File: src/rtl/uart_irq_pkg.sv
package uart_irq_pkg;

  typedef enum logic [3:0] {
    ID_MODEM  = 4'b0000,
    ID_NONE   = 4'b0001,
    ID_THRE   = 4'b0010,
    ID_RXDATA = 4'b0100,
    ID_LINE   = 4'b0110,
    ID_RXTO   = 4'b1100
  } irq_id_e;

  // sources in priority order, index 0 highest
  localparam int unsigned NSRC = 5;
  localparam int unsigned IER_W = 4;
  // widest character in half bits: start + 8 data + parity, plus 2 stop bits
  localparam int unsigned CHAR_HB_MAX = 2 * (1 + 8 + 1) + 4;

  function automatic irq_id_e src_code(input int unsigned idx);
    case (idx)
      0: return ID_LINE;
      1: return ID_RXDATA;
      2: return ID_RXTO;
      3: return ID_THRE;
      default: return ID_MODEM;
    endcase
  endfunction

  function automatic int unsigned src_ier_bit(input int unsigned idx);
    case (idx)
      0: return 2;
      1, 2: return 0;
      3: return 1;
      default: return 3;
    endcase
  endfunction

endpackage

File: src/rtl/uart_frame_span.sv
module uart_frame_span #(
  parameter int unsigned CHARS = 4,
  parameter int unsigned CNT_W = 7
) (
  input  logic [1:0]       word_len_i,
  input  logic             parity_en_i,
  input  logic [1:0]       stop_sel_i,
  output logic [CNT_W-1:0] limit_o
);

  logic [4:0] stop_hb;
  logic [4:0] char_hb;

  always_comb begin
    case (stop_sel_i)
      2'b00:   stop_hb = 5'd2;
      2'b01:   stop_hb = 5'd3;
      default: stop_hb = 5'd4;
    endcase
    // start + (5 + code) data + parity, in half bits
    char_hb = 5'd2 * (5'd6 + {3'b000, word_len_i} + {4'b0000, parity_en_i}) + stop_hb;
    limit_o = CNT_W'(CHARS) * CNT_W'(char_hb);
  end

endmodule

File: src/rtl/uart_rx_timeout.sv
module uart_rx_timeout #(
  parameter int unsigned CNT_W = 7
) (
  input  logic             clk_i,
  input  logic             rst_ni,
  input  logic             half_tick_i,
  input  logic             stop_center_i,
  input  logic             rhr_read_i,
  input  logic             fifo_nonempty_i,
  input  logic [CNT_W-1:0] limit_i,
  output logic             timeout_o
);

  logic [CNT_W-1:0] cnt_q;
  logic             restart;

  assign restart = stop_center_i | rhr_read_i | ~fifo_nonempty_i;

  always_ff @(posedge clk_i or negedge rst_ni) begin
    if (!rst_ni)                              cnt_q <= '0;
    else if (restart)                         cnt_q <= '0;
    else if (half_tick_i && cnt_q < limit_i)  cnt_q <= cnt_q + 1'b1;
  end

  assign timeout_o = fifo_nonempty_i && (cnt_q >= limit_i);

  p_restart_r4: assert property (@(posedge clk_i) disable iff (!rst_ni)
    (stop_center_i || rhr_read_i) |=> (cnt_q == '0));

  p_step_r2: assert property (@(posedge clk_i) disable iff (!rst_ni)
    (half_tick_i && !restart && cnt_q < limit_i) |=> (cnt_q == $past(cnt_q) + 1'b1));

  p_idle_hold_r2: assert property (@(posedge clk_i) disable iff (!rst_ni)
    (!half_tick_i && !restart) |=> $stable(cnt_q));

endmodule

File: src/rtl/uart_irq_arbiter.sv
module uart_irq_arbiter
  import uart_irq_pkg::*;
(
  input  logic             clk_i,
  input  logic             rst_ni,
  input  logic [NSRC-1:0]  raw_i,
  input  logic [IER_W-1:0] ier_i,
  output logic [3:0]       id_o,
  output logic             irq_o
);

  logic [NSRC-1:0] pend;
  logic [NSRC-1:0] grant;
  irq_id_e         id_d, id_q;
  logic            irq_q;

  for (genvar g = 0; g < NSRC; g++) begin : g_gate
    assign pend[g] = raw_i[g] & ier_i[src_ier_bit(g)];
  end

  always_comb begin
    grant = '0;
    id_d  = ID_NONE;
    for (int i = NSRC - 1; i >= 0; i--) begin
      if (pend[i]) begin
        grant = '0;
        grant[i] = 1'b1;
        id_d = src_code(i);
      end
    end
  end

  always_ff @(posedge clk_i or negedge rst_ni) begin
    if (!rst_ni) begin
      id_q  <= ID_NONE;
      irq_q <= 1'b0;
    end else begin
      id_q  <= id_d;
      irq_q <= |pend;
    end
  end

  assign id_o  = id_q;
  assign irq_o = irq_q;

  p_one_winner_r7: assert property (@(posedge clk_i) disable iff (!rst_ni)
    $onehot0(grant));

  p_line_first_r7: assert property (@(posedge clk_i) disable iff (!rst_ni)
    pend[0] |=> (id_q == ID_LINE));

  p_irq_line_r9: assert property (@(posedge clk_i) disable iff (!rst_ni)
    irq_q == (id_q != ID_NONE));

endmodule

File: src/rtl/uart_irq_ctrl.sv
module uart_irq_ctrl
  import uart_irq_pkg::*;
#(
  parameter int unsigned LVL_W = 8,
  parameter int unsigned CHARS = 4
) (
  input  logic             clk_i,
  input  logic             rst_ni,
  input  logic             half_tick_i,
  input  logic [1:0]       word_len_i,
  input  logic             parity_en_i,
  input  logic [1:0]       stop_sel_i,
  input  logic [LVL_W-1:0] rx_level_i,
  input  logic [LVL_W-1:0] rx_trig_i,
  input  logic             stop_center_i,
  input  logic             rhr_read_i,
  input  logic             thr_empty_i,
  input  logic             line_err_i,
  input  logic             modem_chg_i,
  input  logic [3:0]       ier_i,
  output logic [3:0]       irq_id_o,
  output logic             irq_o
);

  localparam int unsigned CNT_W = $clog2(CHARS * CHAR_HB_MAX + 1);

  logic [CNT_W-1:0] limit;
  logic             fifo_nonempty;
  logic             rx_to;
  logic [NSRC-1:0]  raw;

  assign fifo_nonempty = |rx_level_i;

  uart_frame_span #(.CHARS(CHARS), .CNT_W(CNT_W)) u_span (
    .word_len_i  (word_len_i),
    .parity_en_i (parity_en_i),
    .stop_sel_i  (stop_sel_i),
    .limit_o     (limit)
  );

  uart_rx_timeout #(.CNT_W(CNT_W)) u_tmo (
    .clk_i           (clk_i),
    .rst_ni          (rst_ni),
    .half_tick_i     (half_tick_i),
    .stop_center_i   (stop_center_i),
    .rhr_read_i      (rhr_read_i),
    .fifo_nonempty_i (fifo_nonempty),
    .limit_i         (limit),
    .timeout_o       (rx_to)
  );

  assign raw = {modem_chg_i, thr_empty_i, rx_to,
                fifo_nonempty && (rx_level_i >= rx_trig_i), line_err_i};

  uart_irq_arbiter u_arb (
    .clk_i  (clk_i),
    .rst_ni (rst_ni),
    .raw_i  (raw),
    .ier_i  (ier_i),
    .id_o   (irq_id_o),
    .irq_o  (irq_o)
  );

  p_quiet_empty_r5: assert property (@(posedge clk_i) disable iff (!rst_ni)
    (rx_level_i == '0) |=> (irq_id_o != ID_RXTO));

  p_rx_gate_r6: assert property (@(posedge clk_i) disable iff (!rst_ni)
    !ier_i[0] |=> (irq_id_o != ID_RXDATA && irq_id_o != ID_RXTO));

  p_off_silent_r10: assert property (@(posedge clk_i) disable iff (!rst_ni)
    (ier_i == '0) |=> !irq_o);

endmodule

File: config.mk
export PLATFORM = sky130hd
export DESIGN_NAME = uart_irq_ctrl
export DESIGN_NICKNAME = d
export VERILOG_FILES = /design/src/rtl/uart_irq_pkg.sv /design/src/rtl/uart_frame_span.sv /design/src/rtl/uart_rx_timeout.sv /design/src/rtl/uart_irq_arbiter.sv /design/src/rtl/uart_irq_ctrl.sv
export SDC_FILE = /design/constraint.sdc
export NUM_CORES = 1
export LEC_CHECK = 0
export ABC_CLOCK_PERIOD_IN_PS = 1600
export BUFFER_PORTS_ARGS = -buffer_cell sky130_fd_sc_hd__buf_2
export CELL_PAD_IN_SITES_DETAIL_PLACEMENT = 0
export CELL_PAD_IN_SITES_GLOBAL_PLACEMENT = 2
export CORE_MARGIN = 2
export CORE_UTILIZATION = 25
export CTS_CLUSTER_DIAMETER = 100
export CTS_CLUSTER_SIZE = 24
export DETAILED_ROUTE_END_ITERATION = 8
export GPL_TIMING_DRIVEN = 0
export PLACE_DENSITY_LB_ADDON = 0.1
export SYNTH_ARGS = -nofsm -noshare
export SYNTH_HDL_FRONTEND = slang
export SYNTH_SLANG_ARGS = --single-unit
File: constraint.sdc
create_clock -name clk_i -period 1.6 [get_ports clk_i]
set_input_delay 0.32 -clock clk_i [delete_from_list [all_inputs] [get_ports clk_i]]
set_output_delay 0.32 -clock clk_i [all_outputs]
set_load 0.1 [all_outputs]
==> parameters.txt <==
Parameter                              Value

GRT
  Via count of the first global-routing pass    993
  Largest net degree at the start of global routing    13
  First-pass GRT wire length    4090 um
  Gr ovfl total    0
  Global-route total usage across every layer    11.5%
  Initial antenna violation count    0

Floorplanning
  Effective utilization at floorplan    25.7%
  Core area    0.00397 sq mm
  Area enclosed by the die boundary    0.00462 sq mm
  Floorplan die height    67.9 um
  Top-level I/O count    38
  Std cell rows    23
  X dimension of the die    67.9 um

Worst setup path
  Critical Path Fanout Max    3
  Start point of the critical path    parity_en_i
  CP bufs+invs    3
  Crit path cell chain    buf_6 > ha_4 > ha_4 > inv_2 > fa_2 > xor2_1 > ha_1 > a21o_1 > a21oi_4 > buf_4 > o21a_4 > a31o_4 > and3_4
  Largest delay share family, worst path    adder cells
  Slowest cell on the critical path    sky130_fd_sc_hd__fa_2
  Source of the worst register-to-register timing path    u_tmo.cnt_q[3]$_DFFE_PN0P_
  Crit-path max cell delay    350 ps
  Worst Setup Path Type    in2reg
  Cell repeated most along the worst path    sky130_fd_sc_hd__ha_4
  CP Data Arrival Time    2620 ps
  CP Capture Type    register
  Type of origin of the critical path    input port
  Required arrival time at the worst endpoint    1780 ps

Route
  Final routed DRC violation total    0
  Routed wire per std cell    11.5 um
  Detailed-route vias per instance    4.49
  Detailed router's first-iteration violation count    18
  Number of detailed-route iterations in the first pass    4
  Routed via count    934
  Post-detailed-routing wire length    2390 um
  Antenna-violating nets left    0

STA
  Number of endpoints failing setup at the final stage    12
  Final Hold Violating Endpoints    0
  Fmax    410 MHz
  Ratio of final minimum period to clock period    152%
  PnR worst setup slack    -836 ps
  Worst Max-Slew Pin Slew    490 ps
  Min Tclk post-route    2440 ps
  Worst-case clock skew    1.27 ps
  Number of pins exceeding their max-slew limit in the final report    0
  Setup repair after global routing missed its margin    true
  Worst max-slew margin expressed relative to the limit    67.6%
  Final-layout setup total negative slack    -9310 ps

Synthesis
  Gate count of the mapped netlist    114
  Syn_nets    167
  Flops & latches, synth    12
  Netlist cell types    31
  Cell area after synthesis    0.00102 sq mm
  Number of warnings printed during yosys synthesis    0
  Sequential share of the synthesized area    29.5%
  Average instance area after synthesis    8.97 sq um

Clocking
  Maximum count of clock buffers along a single path    2
  CTS HTree Levels    1
  Clock slew at reported path FFs    50 ps
  Number of clock buffers inserted by TritonCTS    3
  CTS tree    built
  Buffer type at the clock tree root    sky130_fd_sc_hd__clkbuf_8
  Clock insertion delay at the later pin of the skew report    240 ps
  Number of clock sinks seen by CTS    12

Final layout
  Number of nets in the layout    212
  Total inserted antenna cells    0
  FF/Latch Area    302 sq um
  Utilization after layout    36.9%
  Filler cells    438
  Fraction of final layout cells sized beyond drive strength 1    39.9%
  Area growth from synthesis to final layout    43.2%
  Finished Cell Area    0.00146 sq mm
  Combined area of the multi-input logic cells    743 sq um

Place
  Post-DP HPWL    1960 um
  Routability congestion estimate    0.679
  DP Worst Slack    -1130 ps
  Area after detailed placement    0.00131 sq mm
  Quantity of I/O buffers inserted on ports    37

Power
  Power density over the cells    671 mW/mm^2
  Peak supply drop    0.318 mV
  Leak    0.734 nW
  Total design power    0.982 mW

Hold path
  Worst Hold Class    in2reg
  HP Start    ier_i[2]

Outcome
  Outcome    complete, but fails checks
  Violations in the final reports    negative setup slack

Job
  MaxCap Viol Count    0
==> final timing paths <==
path,endpoint,slack (ps),cells past startpoint
worst max-delay path,u_arb.id_o[0]$_DFF_PN1_,-840,13
worst min-delay path,u_arb.id_o[2]$_DFF_PN0_,330,3
min in group asynchronous,u_tmo.cnt_q[6]$_DFFE_PN0P_,490,2
worst max register to register,u_arb.id_o[0]$_DFF_PN1_,-200,6
max in group asynchronous,u_arb.id_o[0]$_DFF_PN1_,830,2
worst min register to register,u_tmo.cnt_q[6]$_DFFE_PN0P_,580,2
==> sequential cells by signal (all words and copies together) (netlist names) <==
name,count
u_tmo.cnt_q,7
u_arb.id_o,4
u_arb.irq_o,1
==> final cells by class <==
cell class,instances,share of cell area (%)
multi-input combinational,81,50.8
sequential,12,20.6
timing repair buffer,40,15.2
inverter,20,5.13
tap,50,4.27
clock buffer,4,3.76
buffer,1,0.256
==> kinds of logic (layout without fill, tap and decap cells) <==
kind of cell | Yosys count | in the layout | synth area share [%]
flip-flops | 12 | 12 | 29.5
AO/OA/AOI/OAI | 24 | 24 | 16.2
buffers and inverters | 21 | 65 | 7.71
AND/OR/NAND/NOR | 33 | 33 | 17.9
XOR/XNOR | 3 | 3 | 2.57
adder cells (fa/ha/maj) | 20 | 20 | 25.2
multiplexers | 1 | 1 | 0.979
==> layout by cell type (no fill, tap or decap), types with 3 or more instances in the layout <==
cell,synthesis,final
sky130_fd_sc_hd__nor4_1,3,3
sky130_fd_sc_hd__a21oi_1,7,5
sky130_fd_sc_hd__o21ai_0,6,6
sky130_fd_sc_hd__or3_1,4,3
sky130_fd_sc_hd__clkbuf_8,0,4
sky130_fd_sc_hd__inv_1,20,18
sky130_fd_sc_hd__buf_2,0,35
sky130_fd_sc_hd__dfrtp_1,11,11
sky130_fd_sc_hd__nand4_1,3,3
sky130_fd_sc_hd__nand3_1,5,4
sky130_fd_sc_hd__ha_4,0,3
sky130_fd_sc_hd__nand2_1,8,7
sky130_fd_sc_hd__ha_1,19,16
sky130_fd_sc_hd__nor2_1,4,4
==> Yosys cell counts <==
cell	count	share of area (%)
sky130_fd_sc_hd__inv_1	20	7.3
sky130_fd_sc_hd__ha_1	19	23
sky130_fd_sc_hd__dfrtp_1	11	27
sky130_fd_sc_hd__nand2_1	8	2.9
sky130_fd_sc_hd__a21oi_1	7	3.4
sky130_fd_sc_hd__o21ai_0	6	2.9
sky130_fd_sc_hd__nand3_1	5	2.4
sky130_fd_sc_hd__nor2_1	4	1.5
sky130_fd_sc_hd__or3_1	4	2.4
sky130_fd_sc_hd__nand4_1	3	1.8
sky130_fd_sc_hd__nor4_1	3	1.8
sky130_fd_sc_hd__a21o_1	2	1.5
sky130_fd_sc_hd__nor2b_1	2	1.2
sky130_fd_sc_hd__o21a_1	2	1.5
sky130_fd_sc_hd__xnor2_1	2	1.7
sky130_fd_sc_hd__a211oi_1	1	0.73
sky130_fd_sc_hd__a21oi_4	1	1.6
sky130_fd_sc_hd__a221o_1	1	0.98
sky130_fd_sc_hd__a22oi_1	1	0.73
sky130_fd_sc_hd__a311oi_1	1	0.86
sky130_fd_sc_hd__a31o_2	1	0.86
sky130_fd_sc_hd__and2_1	1	0.61
sky130_fd_sc_hd__and3_1	1	0.61
sky130_fd_sc_hd__clkbuf_1	1	0.37
sky130_fd_sc_hd__dfstp_2	1	2.6
sky130_fd_sc_hd__fa_1	1	2.0
sky130_fd_sc_hd__mux2i_1	1	0.98
sky130_fd_sc_hd__nand3_4	1	1.7
sky130_fd_sc_hd__nor3b_1	1	0.73
sky130_fd_sc_hd__o21bai_2	1	1.1
sky130_fd_sc_hd__xor2_1	1	0.86
==> through the flow <==
| stage | cells | hold WS (ps) |
|---|---|---|
| after floorplan | 114 | 24.4 |
| after detailed placement | 201 | 213 |
| after global routing | 208 | 349 |
| final | 208 | 327 |
| after CTS | 207 | 316 |
| after global placement | 201 | 210 |
==> where the power goes <==
part	total, mW	internal [mW]	switching (mW)
logic	0.334	0.127	0.207
clock network	0.324	0.217	0.107
registers	0.324	0.319	0.00504
total	0.982	0.663	0.319
==> per-layer routing <==
metal	share of wire (%)	track usage (%)
met1	43	13.9
met2	52	21.0
met3	4.9	3.13
met4	0	0.750
met5	0	0
==> worst min-delay path: stages <==
cell and delay, ps:
sky130_fd_sc_hd__buf_2 100, sky130_fd_sc_hd__nand2_1 60, sky130_fd_sc_hd__nand2_2 60
==> what timing repair did <==
action	in CTS	in global routing
cloned	0	0
pin swaps	2	3
setup endpoints to repair	12	12
setup buffers	1	1
gates resized for setup	6	9
endpoints found under the hold margin	11	0
hold buffers	1	0
(Power assumes the default switching activity.)
